File: config.mk
export PLATFORM = sky130hd
export DESIGN_NAME = lockclr_ctrl
export DESIGN_NICKNAME = d
export VERILOG_FILES = /design/src/rtl/lbc_pkg.sv /design/src/rtl/lbc_cmd_fsm.sv /design/src/rtl/lbc_busy_timer.sv /design/src/rtl/lbc_status_reg.sv /design/src/rtl/lbc_lock_store.sv /design/src/rtl/lockclr_ctrl.sv
export SDC_FILE = /design/constraint.sdc
export NUM_CORES = 1
export LEC_CHECK = 0
export BUFFER_PORTS_ARGS = -buffer_cell sky130_fd_sc_hd__buf_4
export CAP_MARGIN = 25
export CORE_AREA = 2 2 52 54
export CTS_BUF_LIST = sky130_fd_sc_hd__clkbuf_4
export DETAILED_ROUTE_END_ITERATION = 10
export DIE_AREA = 0 0 54 56
export GPL_ROUTABILITY_DRIVEN = 0
export PLACE_DENSITY = 0.72
export SYNTH_ARGS = -nofsm -noshare
export SYNTH_HDL_FRONTEND = slang
export SYNTH_SLANG_ARGS = --single-unit
export TNS_END_PERCENT = 20
File: constraint.sdc
create_clock -name clk -period 2.5 [get_ports clk]
set_input_delay 0.125 -clock clk [delete_from_list [all_inputs] [get_ports clk]]
set_output_delay 0.125 -clock clk [all_outputs]
set_load 0.01 [all_outputs]
File: src/rtl/lbc_pkg.sv
package lbc_pkg;

    typedef enum logic [1:0] {
        ST_ARRAY  = 2'd0,
        ST_STATUS = 2'd1,
        ST_SETUP  = 2'd2,
        ST_BUSY   = 2'd3
    } lbc_state_e;

    localparam logic [7:0] CMD_SETUP   = 8'h60;
    localparam logic [7:0] CMD_CONFIRM = 8'hD0;
    localparam logic [7:0] CMD_CLRSR   = 8'h50;
    localparam logic [7:0] CMD_RDSR    = 8'h70;
    localparam logic [7:0] CMD_RDARR   = 8'hFF;

    typedef struct packed {
        logic start;
        logic done;
        logic abort;
        logic bad_seq;
        logic bad_vpp;
        logic bad_master;
        logic clr_sr;
    } lbc_evt_t;

endpackage

File: src/rtl/lbc_cmd_fsm.sv
module lbc_cmd_fsm
    import lbc_pkg::*;
(
    input  logic             clk,
    input  logic             rst_n,
    input  logic             wr_en,
    input  logic [7:0]       wr_data,
    input  logic             vpp_ok,
    input  logic             rp_hv,
    input  logic             rst_pin_act,
    input  logic             master_lock,
    input  logic             timer_zero,
    output lbc_state_e       state_o,
    output lbc_evt_t         evt_o
);
    lbc_state_e state_q, state_d;
    lbc_evt_t   evt;

    always_ff @(posedge clk) begin
        if (!rst_n) state_q <= ST_ARRAY;
        else        state_q <= state_d;
    end

    always_comb begin
        state_d = state_q;
        evt     = '0;
        unique case (state_q)
            ST_ARRAY, ST_STATUS: begin
                if (wr_en) begin
                    if (wr_data == CMD_SETUP)      state_d = ST_SETUP;
                    else if (wr_data == CMD_RDSR)  state_d = ST_STATUS;
                    else if (wr_data == CMD_RDARR) state_d = ST_ARRAY;
                    else if (wr_data == CMD_CLRSR) evt.clr_sr = 1'b1;
                end
            end
            ST_SETUP: begin
                if (wr_en) begin
                    state_d = ST_STATUS;
                    if (wr_data != CMD_CONFIRM)      evt.bad_seq = 1'b1;
                    else if (!vpp_ok)                evt.bad_vpp = 1'b1;
                    else if (master_lock && !rp_hv)  evt.bad_master = 1'b1;
                    else begin
                        evt.start = 1'b1;
                        state_d   = ST_BUSY;
                    end
                end
            end
            ST_BUSY: begin
                if (!vpp_ok || rst_pin_act) begin
                    evt.abort = 1'b1;
                    state_d   = ST_STATUS;
                end else if (timer_zero) begin
                    evt.done = 1'b1;
                    state_d  = ST_STATUS;
                end
            end
            default: state_d = ST_ARRAY;
        endcase
    end

    assign state_o = state_q;
    assign evt_o   = evt;


    busy_ignores_wr_chk: assert property (@(posedge clk) disable iff (!rst_n)
        (state_q == ST_BUSY && wr_en && vpp_ok && !rst_pin_act && !timer_zero)
        |=> (state_q == ST_BUSY));


    abort_exits_chk: assert property (@(posedge clk) disable iff (!rst_n)
        (state_q == ST_BUSY && rst_pin_act) |=> (state_q == ST_STATUS));

endmodule

File: src/rtl/lbc_busy_timer.sv
module lbc_busy_timer #(
    parameter int CYCLES = 16
) (
    input  logic clk,
    input  logic rst_n,
    input  logic load,
    input  logic run,
    output logic zero
);
    localparam int CW = (CYCLES > 1) ? $clog2(CYCLES) : 1;
    localparam logic [CW-1:0] LAST = CW'(CYCLES - 1);

    logic [CW-1:0] cnt_q;

    always_ff @(posedge clk) begin
        if (!rst_n)                   cnt_q <= '0;
        else if (load)                cnt_q <= LAST;
        else if (run && cnt_q != '0)  cnt_q <= cnt_q - 1'b1;
    end

    assign zero = (cnt_q == '0);


    cnt_range_chk: assert property (@(posedge clk) disable iff (!rst_n)
        cnt_q <= LAST);

endmodule

File: src/rtl/lbc_status_reg.sv
module lbc_status_reg (
    input  logic       clk,
    input  logic       rst_n,
    input  logic       ready,
    input  logic       bad_seq,
    input  logic       bad_vpp,
    input  logic       bad_master,
    input  logic       abort,
    input  logic       clr_sr,
    output logic [7:0] status
);
    logic clr_err_q, seq_err_q, vpp_err_q, mst_err_q;

    always_ff @(posedge clk) begin
        if (!rst_n || clr_sr) begin
            clr_err_q <= 1'b0;
            seq_err_q <= 1'b0;
            vpp_err_q <= 1'b0;
            mst_err_q <= 1'b0;
        end else begin
            if (bad_seq || bad_vpp || bad_master || abort) clr_err_q <= 1'b1;
            if (bad_seq)    seq_err_q <= 1'b1;
            if (bad_vpp)    vpp_err_q <= 1'b1;
            if (bad_master) mst_err_q <= 1'b1;
        end
    end

    assign status = {ready, 1'b0, clr_err_q, seq_err_q, vpp_err_q, 1'b0, mst_err_q, 1'b0};


    seq_pair_chk: assert property (@(posedge clk) disable iff (!rst_n)
        $rose(seq_err_q) |-> clr_err_q);


    vpp_pair_chk: assert property (@(posedge clk) disable iff (!rst_n)
        $rose(vpp_err_q) |-> clr_err_q);


    mst_pair_chk: assert property (@(posedge clk) disable iff (!rst_n)
        $rose(mst_err_q) |-> clr_err_q);

endmodule

File: src/rtl/lbc_lock_store.sv
module lbc_lock_store #(
    parameter int NBLK = 8
) (
    input  logic            clk,
    input  logic            rst_n,
    input  logic [NBLK-1:0] boot_locks,
    input  logic            boot_master,
    input  logic            done,
    input  logic            abort,
    output logic [NBLK-1:0] lock_q,
    output logic            master_q,
    output logic            undef_q
);
    always_ff @(posedge clk) begin
        if (!rst_n) begin
            lock_q   <= boot_locks;
            master_q <= boot_master;
            undef_q  <= 1'b0;
        end else if (done) begin
            lock_q  <= '0;
            undef_q <= 1'b0;
        end else if (abort) begin
            undef_q <= 1'b1;
        end
    end


    lock_change_chk: assert property (@(posedge clk) disable iff (!rst_n)
        ($past(rst_n) && !$stable(lock_q)) |-> $past(done));


    master_stable_chk: assert property (@(posedge clk) disable iff (!rst_n)
        $past(rst_n) |-> $stable(master_q));

endmodule

File: src/rtl/lockclr_ctrl.sv
module lockclr_ctrl
    import lbc_pkg::*;
#(
    parameter int NBLK        = 8,
    parameter int BUSY_CYCLES = 16
) (
    input  logic            clk,
    input  logic            rst_n,
    input  logic            wr_en,
    input  logic [7:0]      wr_data,
    input  logic            vpp_ok,
    input  logic            rp_hv,
    input  logic            rst_pin_act,
    input  logic [NBLK-1:0] boot_locks,
    input  logic            boot_master,
    output logic [7:0]      status,
    output logic            status_mode,
    output logic [NBLK-1:0] lock_bits,
    output logic            master_lock,
    output logic            lock_undef
);
    lbc_state_e state;
    lbc_evt_t   evt;
    logic       timer_zero;

    lbc_cmd_fsm u_fsm (
        .clk(clk), .rst_n(rst_n), .wr_en(wr_en), .wr_data(wr_data),
        .vpp_ok(vpp_ok), .rp_hv(rp_hv), .rst_pin_act(rst_pin_act),
        .master_lock(master_lock), .timer_zero(timer_zero),
        .state_o(state), .evt_o(evt)
    );

    lbc_busy_timer #(.CYCLES(BUSY_CYCLES)) u_timer (
        .clk(clk), .rst_n(rst_n), .load(evt.start),
        .run(state == ST_BUSY), .zero(timer_zero)
    );

    lbc_status_reg u_sr (
        .clk(clk), .rst_n(rst_n), .ready(state != ST_BUSY),
        .bad_seq(evt.bad_seq), .bad_vpp(evt.bad_vpp),
        .bad_master(evt.bad_master), .abort(evt.abort),
        .clr_sr(evt.clr_sr), .status(status)
    );

    lbc_lock_store #(.NBLK(NBLK)) u_store (
        .clk(clk), .rst_n(rst_n), .boot_locks(boot_locks),
        .boot_master(boot_master), .done(evt.done), .abort(evt.abort),
        .lock_q(lock_bits), .master_q(master_lock), .undef_q(lock_undef)
    );

    assign status_mode = (state != ST_ARRAY);

endmodule

==> parameters.txt, run 1 <==
Parameter                              Value

Outcome
  Status ... finished clean

Timing
  Worst-Margin Slew ... approximately 0.49 ns
  Setup repair after global routing missed its margin ... no
  Final number of setup-violating endpoints ... 0
  Tightest slew margin relative to the limit ... 0.672
  Final setup margin ... slightly above 0.8 ns
  Highest attainable clock frequency ... 599 MHz
  Final total negative setup slack ... 0 ns
  Fraction of the cycle the final worst path needs ... 0.668
  Total count of max-transition violations in the final report ... 0
  Fin crit period ... between 1.5 and 2 ns
  Final hold violations ... 0
  Final clock skew ... 0.0137 ns

Global routing
  Antenna violations before repair ... 0
  GR Util All Layers ... 0.173
  Vias in the first global route ... slightly below 900
  Maximum number of pins on one net before global-route repair ... 14
  Overflow after GRT ... 0
  First-pass GRT wire length ... 3.88 mm

Worst setup path
  Top fanout value on the critical path ... 9
  Class of the most critical setup path ... reg -> reg
  Depth of the worst register-to-register path ... 5
  Required time of the worst setup path ... 2.53 ns
  Data arrival time of the worst path ... 1.70 ns
  Category of the worst setup path capture point ... flip-flop
  Startpoint kind of the worst setup timing path ... flip-flop

Logic synthesis
  Register bit total from synthesis ... 20
  Post-synth top flop ... sky130_fd_sc_hd__dfxtp_1
  Mapped cell area ... 1050 sq um
  Yosys warnings ... 0
  Cells after Synth ... between 100 and 150
  Asr flop ratio synth ... 0
  Post-synthesis sequential area ratio ... 0.467
  Number of enable flip-flop cells after synthesis ... 9
  Average footprint of a synthesized cell ... 10.1 sq um
  Library cells used by synthesis ... 35

CTS
  Number of buffers inserted during clock tree synthesis ... 3
  Number of buffers on the longest clock path ... 2
  Clock input transition at the sequential cells of the worst setup and hold paths ... about 0.11 ns
  Clock Latency Late Sink ... 0.32 ns
  CTS sink cnt ... 20
  Clock H-tree levels ... 1
  TritonCTS clock tree ... built
  CTS root buf ... sky130_fd_sc_hd__clkbuf_4
  Post-CTS Setup Repair Bufs ... 0

Flow run
  Max cap viols ... 0

Route
  Detail-routed net length per standard cell ... 14.2 um
  Via count ... 911
  Vias per inst ... 5.33
  Top layer in use ... met4
  DRT antenna net count ... 0
  Overall routed net length ... 2.42 mm
  Metal2 WL ... between 1 and 1.5 mm
  Detailed-routing iteration count for the pre-antenna-repair pass ... 4
  Routed met1 length ... 1.03 mm
  Wire length on met3 ... around 140 um
  Violation count after the first detailed-route iteration ... 31
  Number of DRC violations after detailed routing ... 0

Power and ir drop
  Internal power consumption ... 0.572 mW
  Switching power as a share of total power ... 0.222
  Power share of the combinational group ... 0.136
  Power share of the clock group ... 0.370
  Worst vdd rail ir drop ... 0.298 mV
  Power Dens Cells ... between 500 and 600 nW/um^2
  Static leakage power ... 0.560 nW
  Final Total Pwr ... about 0.74 mW
  Flop pwr share ... 0.494
  Switching pwr ... ~0.16 mW

Finish
  Highest-count cells in the layout ignoring fill and taps ... sky130_fd_sc_hd__buf_4, sky130_fd_sc_hd__dfxtp_1
  Synthesis-to-layout area growth ... 32.0%
  Antenna Diode Count ... 0
  Final layout net count ... 166
  Register area ... 490 sq um
  Multi-input gate area in the final layout ... 482 sq um
  Ratio of cells with drive above 1 in the final layout ... 0.369
  Most common cell after layout, fill and taps aside ... sky130_fd_sc_hd__buf_4
  Count of fill cells added during filler insertion ... between 200 and 250
  Total non-filler cell area in the finished layout ... 1390 sq um

Place
  Buffers added on ports ... 38
  Hpwl dp ... about 1.8 mm
  Place WS ... 0.824 ns
  Placed inst area ... around 1300 sq um

Floorplanning
  Core ar. ... 2430 sq um
  Die W ... 54 um
  Row cnt ... 18
  Effective utilization at floorplan ... 0.432
  Die span in y ... 56 um
  Floorplan die area ... 3020 sq um
  Top-level I/O count ... 42

Hold path
  Hold Path Cell Cnt ... 2
  Hold/Removal Path Class ... in -> reg
## layer usage
metal,vias up,GRT usage
li1,440,-
met4,0,0.0643
met3,5,0.0242
met5,-,0
met2,35,0.293
met1,431,0.216
## path summary, 6_finish.rpt
check / from / end / slack, ns
worst max register to register: u_timer.cnt_q[0] / u_store.lock_q[0] / 0.83
worst min register to register: u_sr.vpp_err_q / u_sr.vpp_err_q / 0.49
worst min-delay path: boot_locks[0] / u_store.lock_q[0] / 0.10
worst max-delay path: u_timer.cnt_q[0] / u_store.lock_q[0] / 0.83
## power groups by stage
stage / clock, mW / sequential, mW / combinational (mW)
3_3_place_gp: 0 / 0.370 / 0.0959
4_1_cts: 0.275 / 0.364 / 0.100
3_5_place_dp: 0 / 0.371 / 0.0982
2_1_floorplan: 0 / 0.376 / 0.0346
6_report: 0.272 / 0.363 / 0.100
5_1_grt: 0.288 / 0.365 / 0.109
## cell type report
type,count,share of cell area
flip-flops and latches,20,0.353
multi-input cells,71,0.347
repair buffers,40,0.218
well taps,30,0.0271
clock inverters,1,0.0216
clock buffers,3,0.0162
inverters,6,0.0162
## synth_stat cells (2+ instances only)
cell type	n	area [sq um]
sky130_fd_sc_hd__dfxtp_1	11	220
sky130_fd_sc_hd__nand4_1	2	12.5
sky130_fd_sc_hd__nor3b_1	2	15.0
sky130_fd_sc_hd__nand3_1	2	10.0
sky130_fd_sc_hd__nand2_1	3	11.3
sky130_fd_sc_hd__nor2b_1	9	56.3
sky130_fd_sc_hd__o32ai_1	2	17.5
sky130_fd_sc_hd__nor2_1	9	33.8
sky130_fd_sc_hd__or3_1	3	18.8
sky130_fd_sc_hd__inv_1	6	22.5
sky130_fd_sc_hd__a21oi_1	9	45.0
sky130_fd_sc_hd__xnor2_1	2	17.5
sky130_fd_sc_hd__or3b_2	2	17.5
sky130_fd_sc_hd__nor4b_4	2	47.6
sky130_fd_sc_hd__edfxtp_1	9	270
sky130_fd_sc_hd__o21ai_0	3	15.0
sky130_fd_sc_hd__nand2b_1	3	18.8
sky130_fd_sc_hd__buf_4	8	60.1
## logic make-up after synthesis
logic type	synth area share
and+or+nand+nor	0.294
AOI/OAI and AO/OA	0.125
DFF	0.467
buffers and inverters	0.0821
xor gates and xnor gates	0.0167
adders and majority gates	0.0119
other	0.00357
## stage by stage
stage | hold WS, ns | util | std cells
finish | 0.101 | 0.570 | 171
global route | 0.119 | 0.570 | 171
CTS | 0.0983 | 0.570 | 171
detailed placement | 0.306 | 0.545 | 166
global placement | 0.305 | 0.545 | 166
floorplan | 0.224 | - | 106
## registers in the layout (all words and copies together) (netlist names)
register          flops
u_timer.cnt_q         4
u_store.undef_q       1
u_sr.clr_err_q        1
u_store.master_q      1
u_sr.vpp_err_q        1
u_sr.mst_err_q        1
u_fsm.state_o         2
u_store.lock_q        8
u_sr.seq_err_q        1
## worst max-delay path, cell delays in order, from the launching register on
cell and delay, ns:
sky130_fd_sc_hd__dfxtp_1 0.35, sky130_fd_sc_hd__inv_1 0.06, sky130_fd_sc_hd__ha_1 0.16, sky130_fd_sc_hd__or3b_2 0.47, sky130_fd_sc_hd__o21ai_0 0.17, sky130_fd_sc_hd__buf_4 0.19
## repair_timing
action	in CTS	in global routing
hold endpoints to repair	1	0
gates resized for setup	0	0
hold buffers	1	0
Power figures use the tool's default switching activity.
==> run 2: changes to the inputs <==
--- a/config.mk
+++ b/config.mk
@@ -5,6 +5,7 @@
 export SDC_FILE = /design/constraint.sdc
 export NUM_CORES = 1
 export LEC_CHECK = 0
+export ABC_AREA = 1
 export BUFFER_PORTS_ARGS = -buffer_cell sky130_fd_sc_hd__buf_4
 export CAP_MARGIN = 25
 export CORE_AREA = 2 2 52 54
@@ -12,7 +13,7 @@
 export DETAILED_ROUTE_END_ITERATION = 10
 export DIE_AREA = 0 0 54 56
 export GPL_ROUTABILITY_DRIVEN = 0
-export PLACE_DENSITY = 0.72
+export PLACE_DENSITY = 0.76
 export SYNTH_ARGS = -nofsm -noshare
 export SYNTH_HDL_FRONTEND = slang
 export SYNTH_SLANG_ARGS = --single-unit
==> constraint.sdc (replaced) <==
create_clock -name clk -period 1.3 [get_ports clk]
set_input_delay 0.065 -clock clk [delete_from_list [all_inputs] [get_ports clk]]
set_output_delay 0.065 -clock clk [all_outputs]
set_load 0.01 [all_outputs]
==> parameters.txt, run 2 <==
Parameter                              Value

Logic synthesis
  Post-synthesis sequential area ratio ... 0.459 (-0.00765)
  Library cells used by synthesis ... 30 (-14%)
  Number of enable flip-flop cells after synthesis ... 9 (unchanged)
  Cells after Synth ... 137 (+32%)
  Post-synth top flop ... sky130_fd_sc_hd__dfxtp_1
  Asr flop ratio synth ... 0 (unchanged)
  Cell type with the highest aggregate area in the netlist ... sky130_fd_sc_hd__edfxtp_1
  Library cell with the highest instance count after synthesis ... sky130_fd_sc_hd__nor2_1
  Post-synth top area share ... 0.253 (-0.00422)
  Register bit total from synthesis ... 20 (unchanged)
  Most numerous cell types in the synthesized netlist ... sky130_fd_sc_hd__nor2_1, sky130_fd_sc_hd__inv_1, sky130_fd_sc_hd__nand2_1
  Top cells by area in the synthesized netlist ... sky130_fd_sc_hd__edfxtp_1, sky130_fd_sc_hd__dfxtp_1, sky130_fd_sc_hd__nor2_1, sky130_fd_sc_hd__inv_1, sky130_fd_sc_hd__nand2_1
  Average footprint of a synthesized cell ... 7.80 sq um (-23%)
  Yosys warnings ... 0 (unchanged)
  Mapped cell area ... 1070 sq um (+1.7%)

Route
  Detailed-routing iteration count for the pre-antenna-repair pass ... 4 (unchanged)
  Violation count after the first detailed-route iteration ... 28 (-9.7%)
  Via count ... 945 (+3.7%)
  Overall routed net length ... 2.05 mm (-15%)
  Vias per inst ... 4.61 (-13%)
  DRT antenna net count ... 0 (unchanged)
  Detail-routed net length per standard cell ... 10.0 um (-29%)
  Number of DRC violations after detailed routing ... 0 (unchanged)

Timing
  Final setup margin ... 0.0259 ns (-0.804 ns)
  Fin crit period ... 1.27 ns (-0.396 ns)
  Highest attainable clock frequency ... 785 MHz (+31%)
  Final number of setup-violating endpoints ... 0 (unchanged)
  Final clock skew ... 0.00462 ns (-0.00908 ns)
  Total count of max-transition violations in the final report ... 0 (unchanged)
  Final hold violations ... 0 (unchanged)
  Final total negative setup slack ... 0 ns (unchanged)
  Fraction of the cycle the final worst path needs ... 0.980 (+0.312)
  Setup repair after global routing missed its margin ... yes

Worst setup path
  Required time of the worst setup path ... 1.32 ns (-1.21 ns)
  Data arrival time of the worst path ... 1.30 ns (-0.40 ns)
  Startpoint kind of the worst setup timing path ... flip-flop
  Class of the most critical setup path ... reg -> reg
  Category of the worst setup path capture point ... flip-flop
  Top fanout value on the critical path ... 9 (unchanged)

Floorplanning
  Row cnt ... 18 (unchanged)
  Die span in y ... 56 um (unchanged)
  Core ar. ... 2430 sq um (unchanged)
  Effective utilization at floorplan ... 0.439 (+0.00720)
  Die W ... 54 um (unchanged)
  Floorplan die area ... 3020 sq um (unchanged)
  Top-level I/O count ... 42 (unchanged)

Hold path
  Hold/Removal Path Class ... in -> reg

Finish
  Final layout net count ... 200 (+20%)
  Antenna Diode Count ... 0 (unchanged)
  Most common cell after layout, fill and taps aside ... sky130_fd_sc_hd__buf_4
  Highest-count cells in the layout ignoring fill and taps ... sky130_fd_sc_hd__buf_4, sky130_fd_sc_hd__nor2_1, sky130_fd_sc_hd__inv_1
  Register with the most flip-flops ... u_store.lock_q
  Synthesis-to-layout area growth ... 35.0%
  Ratio of cells with drive above 1 in the final layout ... 0.354 (-0.0145)
  Total non-filler cell area in the finished layout ... 1440 sq um (+4.0%)
  Max reg flops ... 8 (unchanged)
  Finished Core Util ... 0.593 (+0.0226)

Place
  Hpwl dp ... 1.72 mm (-6.6%)
  Buffers added on ports ... 38 (unchanged)
  Place WS ... 0.0211 ns (-0.803 ns)
  Placed inst area ... 1400 sq um (+5.4%)

Flow run
  Max cap viols ... 0 (unchanged)

CTS
  Number of buffers inserted during clock tree synthesis ... 3 (unchanged)
  Post-CTS Setup Repair Bufs ... 0 (unchanged)
  CTS root buf ... sky130_fd_sc_hd__clkbuf_4
  TritonCTS clock tree ... built
  CTS sink cnt ... 20 (unchanged)
  Clock H-tree levels ... 1 (unchanged)
  Number of buffers on the longest clock path ... 2 (unchanged)
  Clock Latency Late Sink ... 0.30 ns (-0.02 ns)
  Clock input transition at the sequential cells of the worst setup and hold paths ... 0.10 ns (about the same)

Global routing
  Maximum number of pins on one net before global-route repair ... 13 (-1)
  Antenna violations before repair ... 0 (unchanged)
  Overflow after GRT ... 0 (unchanged)
  Vias in the first global route ... 865 (-1.0%)
  First-pass GRT wire length ... 3.46 mm (-11%)
  GR Util All Layers ... 0.153 (-0.0199)

Power and ir drop
  Worst vdd rail ir drop ... 0.405 mV (+36%)
  Static leakage power ... 0.705 nW (+26%)
  Power Dens Cells ... 781 nW/um^2 (+47%)

Outcome
  Status ... finished clean
-- run 2: layout make-up --
cell class              instances  area [sq um]
fillers                       242           990
flip-flops and latches         20           493
multi-input cells              84           462
repair buffers                 41           323
inverters                      26           101
well taps                      30          37.5
clock buffers                   3          22.5
clock inverters                 1          3.75
-- run 2: timing repair --
action / 4_1_cts / 5_1_grt
endpoints found under the hold margin: 1 / 0
gates resized for setup: 0 / 4
setup endpoints to repair: 0 / 11
hold buffers: 1 / 0
-- run 2: worst paths after layout --
check / from / end / slack (ns) / depth (start not counted)
hold reg to reg: u_sr.seq_err_q / u_sr.seq_err_q / 0.47 / 2
setup / recovery: u_timer.cnt_q[1] / u_store.lock_q[3] / 0.03 / 5
setup reg to reg: u_timer.cnt_q[1] / u_store.lock_q[3] / 0.03 / 5
hold / removal: boot_locks[4] / u_store.lock_q[4] / 0.05 / 3
-- run 2: layer usage --
metal	up-vias	routed length, um	GRT usage	share of wire
li1	498	-	-	-
met1	414	930	0.202	0.45
met2	28	946	0.232	0.46
met3	5	124	0.0242	0.060
met4	0	53	0.0857	0.026
met5	-	0	0	0
-- run 2: through the flow --
step | total power, mW | instances | hold slack (ns)
6_report | 1.13 | 205 | 0.0493
5_1_grt | 1.20 | 205 | 0.0389
4_1_cts | 1.14 | 205 | 0.0439
3_5_place_dp | 0.855 | 200 | 0.247
3_3_place_gp | 0.853 | 200 | 0.244
2_1_floorplan | 0.765 | 139 | 0.164
-- run 2: kinds of logic (layout without fill, tap and decap cells) --
family | after synthesis | after routing | share of synthesized area
DFF | 20 | 20 | 0.459
and+or+nand+nor | 59 | 59 | 0.251
adders and majority gates | 1 | 1 | 0.0117
buffers and inverters | 35 | 71 | 0.155
other | 1 | 3 | 0.00351
xor gates and xnor gates | 2 | 2 | 0.0164
AOI/OAI and AO/OA | 19 | 19 | 0.104
-- run 2: power by group --
| group | internal [mW] | switching [mW] | leakage (nW) | total [mW] |
|---|---|---|---|---|
| clock | 0.112 | 0.173 | 0.0154 | 0.285 |
| sequential | 0.675 | 0.00512 | 0.181 | 0.681 |
| combinational | 0.0850 | 0.0761 | 0.509 | 0.161 |
-- run 2: critical path, cell delays in order, from the launching register on --
cell and delay (ns):
sky130_fd_sc_hd__dfxtp_2 0.34, sky130_fd_sc_hd__inv_2 0.06, sky130_fd_sc_hd__ha_4 0.15, sky130_fd_sc_hd__nand2_4 0.08, sky130_fd_sc_hd__o31ai_4 0.21, sky130_fd_sc_hd__buf_12 0.16
==> run 3: changes to the inputs <==
--- a/config.mk
+++ b/config.mk
@@ -13,7 +13,7 @@
 export DETAILED_ROUTE_END_ITERATION = 10
 export DIE_AREA = 0 0 54 56
 export GPL_ROUTABILITY_DRIVEN = 0
-export PLACE_DENSITY = 0.76
+export PLACE_DENSITY = 0.73
 export SYNTH_ARGS = -nofsm -noshare
 export SYNTH_HDL_FRONTEND = slang
 export SYNTH_SLANG_ARGS = --single-unit
==> constraint.sdc (replaced) <==
create_clock -name clk -period 1.5 [get_ports clk]
set_input_delay 0.075 -clock clk [delete_from_list [all_inputs] [get_ports clk]]
set_output_delay 0.075 -clock clk [all_outputs]
set_load 0.01 [all_outputs]
==> parameters.txt, run 3 (same netlist as run 2, synthesis figures left out) <==
Parameter                              Value

Finish
  Count of fill cells added during filler insertion ... 241 (-0.41%)
  Highest-count cells in the layout ignoring fill and taps ... sky130_fd_sc_hd__buf_4, sky130_fd_sc_hd__nor2_1, sky130_fd_sc_hd__inv_1
  Max reg flops ... 8 (unchanged)
  Ratio of cells with drive above 1 in the final layout ... 0.310 (-0.0439)
  Register area ... 490 sq um (-0.51%)
  Final layout net count ... 199 (-0.50%)
  Synthesis-to-layout area growth ... 31.7%
  Total non-filler cell area in the finished layout ... 1410 sq um (-2.4%)
  Register with the most flip-flops ... u_store.lock_q
  Multi-input gate area in the final layout ... 437 sq um (-5.4%)
  Most common cell after layout, fill and taps aside ... sky130_fd_sc_hd__buf_4
  Finished Core Util ... 0.579 (-0.0144)
  Antenna Diode Count ... 0 (unchanged)

Worst setup path
  Class of the most critical setup path ... reg -> reg
  Top fanout value on the critical path ... 9 (unchanged)
  Depth of the worst register-to-register path ... 5 (unchanged)
  Category of the worst setup path capture point ... flip-flop
  Required time of the worst setup path ... 1.52 ns (+0.20 ns)
  Data arrival time of the worst path ... 1.44 ns (+0.14 ns)
  Slack of the worst reg-to-reg path ... 0.08 ns (+0.05 ns)
  Crit Reg-Reg Endpoint ... u_store.lock_q[3]
  Worst reg2reg path startpoint ... u_timer.cnt_q[0]
  Startpoint kind of the worst setup timing path ... flip-flop

Place
  Hpwl dp ... 1.74 mm (+0.64%)
  Place WS ... 0.0424 ns (+0.0212 ns)
  Placed inst area ... 1370 sq um (-2.0%)
  Buffers added on ports ... 38 (unchanged)

Floorplanning
  Core ar. ... 2430 sq um (unchanged)
  Die W ... 54 um (unchanged)
  Row cnt ... 18 (unchanged)
  Floorplan die area ... 3020 sq um (unchanged)
  Top-level I/O count ... 42 (unchanged)
  Effective utilization at floorplan ... 0.439 (unchanged)
  Die span in y ... 56 um (unchanged)

CTS
  Clock input transition at the sequential cells of the worst setup and hold paths ... 0.11 ns (about the same)
  Clock Latency Late Sink ... 0.29 ns (about the same)
  CTS root buf ... sky130_fd_sc_hd__clkbuf_4
  Number of buffers on the longest clock path ... 2 (unchanged)
  TritonCTS clock tree ... built
  Number of buffers inserted during clock tree synthesis ... 3 (unchanged)
  CTS sink cnt ... 20 (unchanged)
  Clock H-tree levels ... 1 (unchanged)

Route
  DRT antenna net count ... 0 (unchanged)
  Detailed-routing iteration count for the pre-antenna-repair pass ... 4 (unchanged)
  Overall routed net length ... 2.14 mm (+4.0%)
  Via count ... 950 (+0.53%)
  Number of DRC violations after detailed routing ... 0 (unchanged)
  Detail-routed net length per standard cell ... 10.5 um (+4.5%)
  Violation count after the first detailed-route iteration ... 15 (-46%)
  Vias per inst ... 4.66 (+1.0%)

Global routing
  Overflow after GRT ... 0 (unchanged)
  First-pass GRT wire length ... 3.55 mm (+2.6%)
  Antenna violations before repair ... 0 (unchanged)
  Vias in the first global route ... 851 (-1.6%)
  GR Util All Layers ... 0.156 (+0.00268)
  Maximum number of pins on one net before global-route repair ... 13 (unchanged)

Timing
  Final setup margin ... 0.0808 ns (+0.0549 ns)
  Final total negative setup slack ... 0 ns (unchanged)
  Final hold violations ... 0 (unchanged)
  Fin crit period ... 1.42 ns (+0.145 ns)
  Final number of setup-violating endpoints ... 0 (unchanged)
  Fraction of the cycle the final worst path needs ... 0.946 (-0.0339)
  Highest attainable clock frequency ... 705 MHz (-10%)
  Final clock skew ... 0.00470 ns (+0.0000750 ns)
  Setup repair after global routing missed its margin ... no
  Total count of max-transition violations in the final report ... 0 (unchanged)

Power and ir drop
  Static leakage power ... 0.695 nW (-1.5%)
  Worst vdd rail ir drop ... 0.412 mV (+1.9%)
  Power Dens Cells ... 694 nW/um^2 (-11%)

Hold path
  Worst hold path endpoint ... u_store.lock_q[6]
  Hold Path Cell Cnt ... 3 (unchanged)
  Critical hold path startpoint ... boot_locks[6]
  Hold/Removal Path Class ... in -> reg

Outcome
  Status ... finished clean

Flow run
  Max cap viols ... 0 (unchanged)
## run 3: worst max-delay path by stage
stage / from / to / slack (ns) / cells after the start
after global routing: u_timer.cnt_q[0] / u_store.lock_q[5] / 0.02 / 5
after CTS: u_timer.cnt_q[0] / u_store.lock_q[5] / 0.03 / 5
after floorplan: u_timer.cnt_q[0] / u_store.lock_q[0] / 0.07 / 4
after detailed placement: u_timer.cnt_q[0] / u_store.lock_q[0] / 0.04 / 5
final: u_timer.cnt_q[0] / u_store.lock_q[3] / 0.08 / 5
after global placement: u_timer.cnt_q[0] / u_store.lock_q[0] / 0.09 / 5
## run 3: what timing repair did
action	4_1_cts	5_1_grt
setup endpoints to repair	0	9
hold buffers	1	0
buffers inserted	0	0
hold endpoints to repair	1	0
gates resized for setup	0	1
## run 3: power by group
part / switching [mW] / internal, mW / total (mW) / leakage (nW)
combinational: 0.0682 / 0.0738 / 0.142 / 0.499
sequential: 0.00412 / 0.585 / 0.590 / 0.180
clock: 0.149 / 0.0966 / 0.246 / 0.0154
## run 3: metrics by stage
| step | hold WS (ns) | power (mW) | instances |
|---|---|---|---|
| finish | 0.0598 | 0.977 | 204 |
| global route | 0.0597 | 1.03 | 204 |
| CTS | 0.0545 | 0.992 | 204 |
| detailed placement | 0.262 | 0.743 | 199 |
| global placement | 0.260 | 0.740 | 199 |
| floorplan | 0.174 | 0.663 | 139 |
## run 3: area by class of cell
type                    instances  area share
clock buffers                   3      0.0160
clock inverters                 1     0.00267
inverters                      26      0.0720
multi-input cells              84       0.310
flip-flops and latches         20       0.348
well taps                      30      0.0267
repair buffers                 40       0.224
## run 3: worst max-delay path, stage by stage (launching register included)
cell	delay [ns]
sky130_fd_sc_hd__dfxtp_1	0.35
sky130_fd_sc_hd__inv_1	0.06
sky130_fd_sc_hd__ha_1	0.19
sky130_fd_sc_hd__nand2_2	0.11
sky130_fd_sc_hd__o31ai_4	0.27
sky130_fd_sc_hd__buf_12	0.16
## run 3: per-layer routing
metal	track usage	up-vias	wire length, um
met5	0	-	0
met4	0.0643	0	34
met3	0.0242	4	124
met2	0.267	28	1060
met1	0.187	420	917
li1	-	498	-
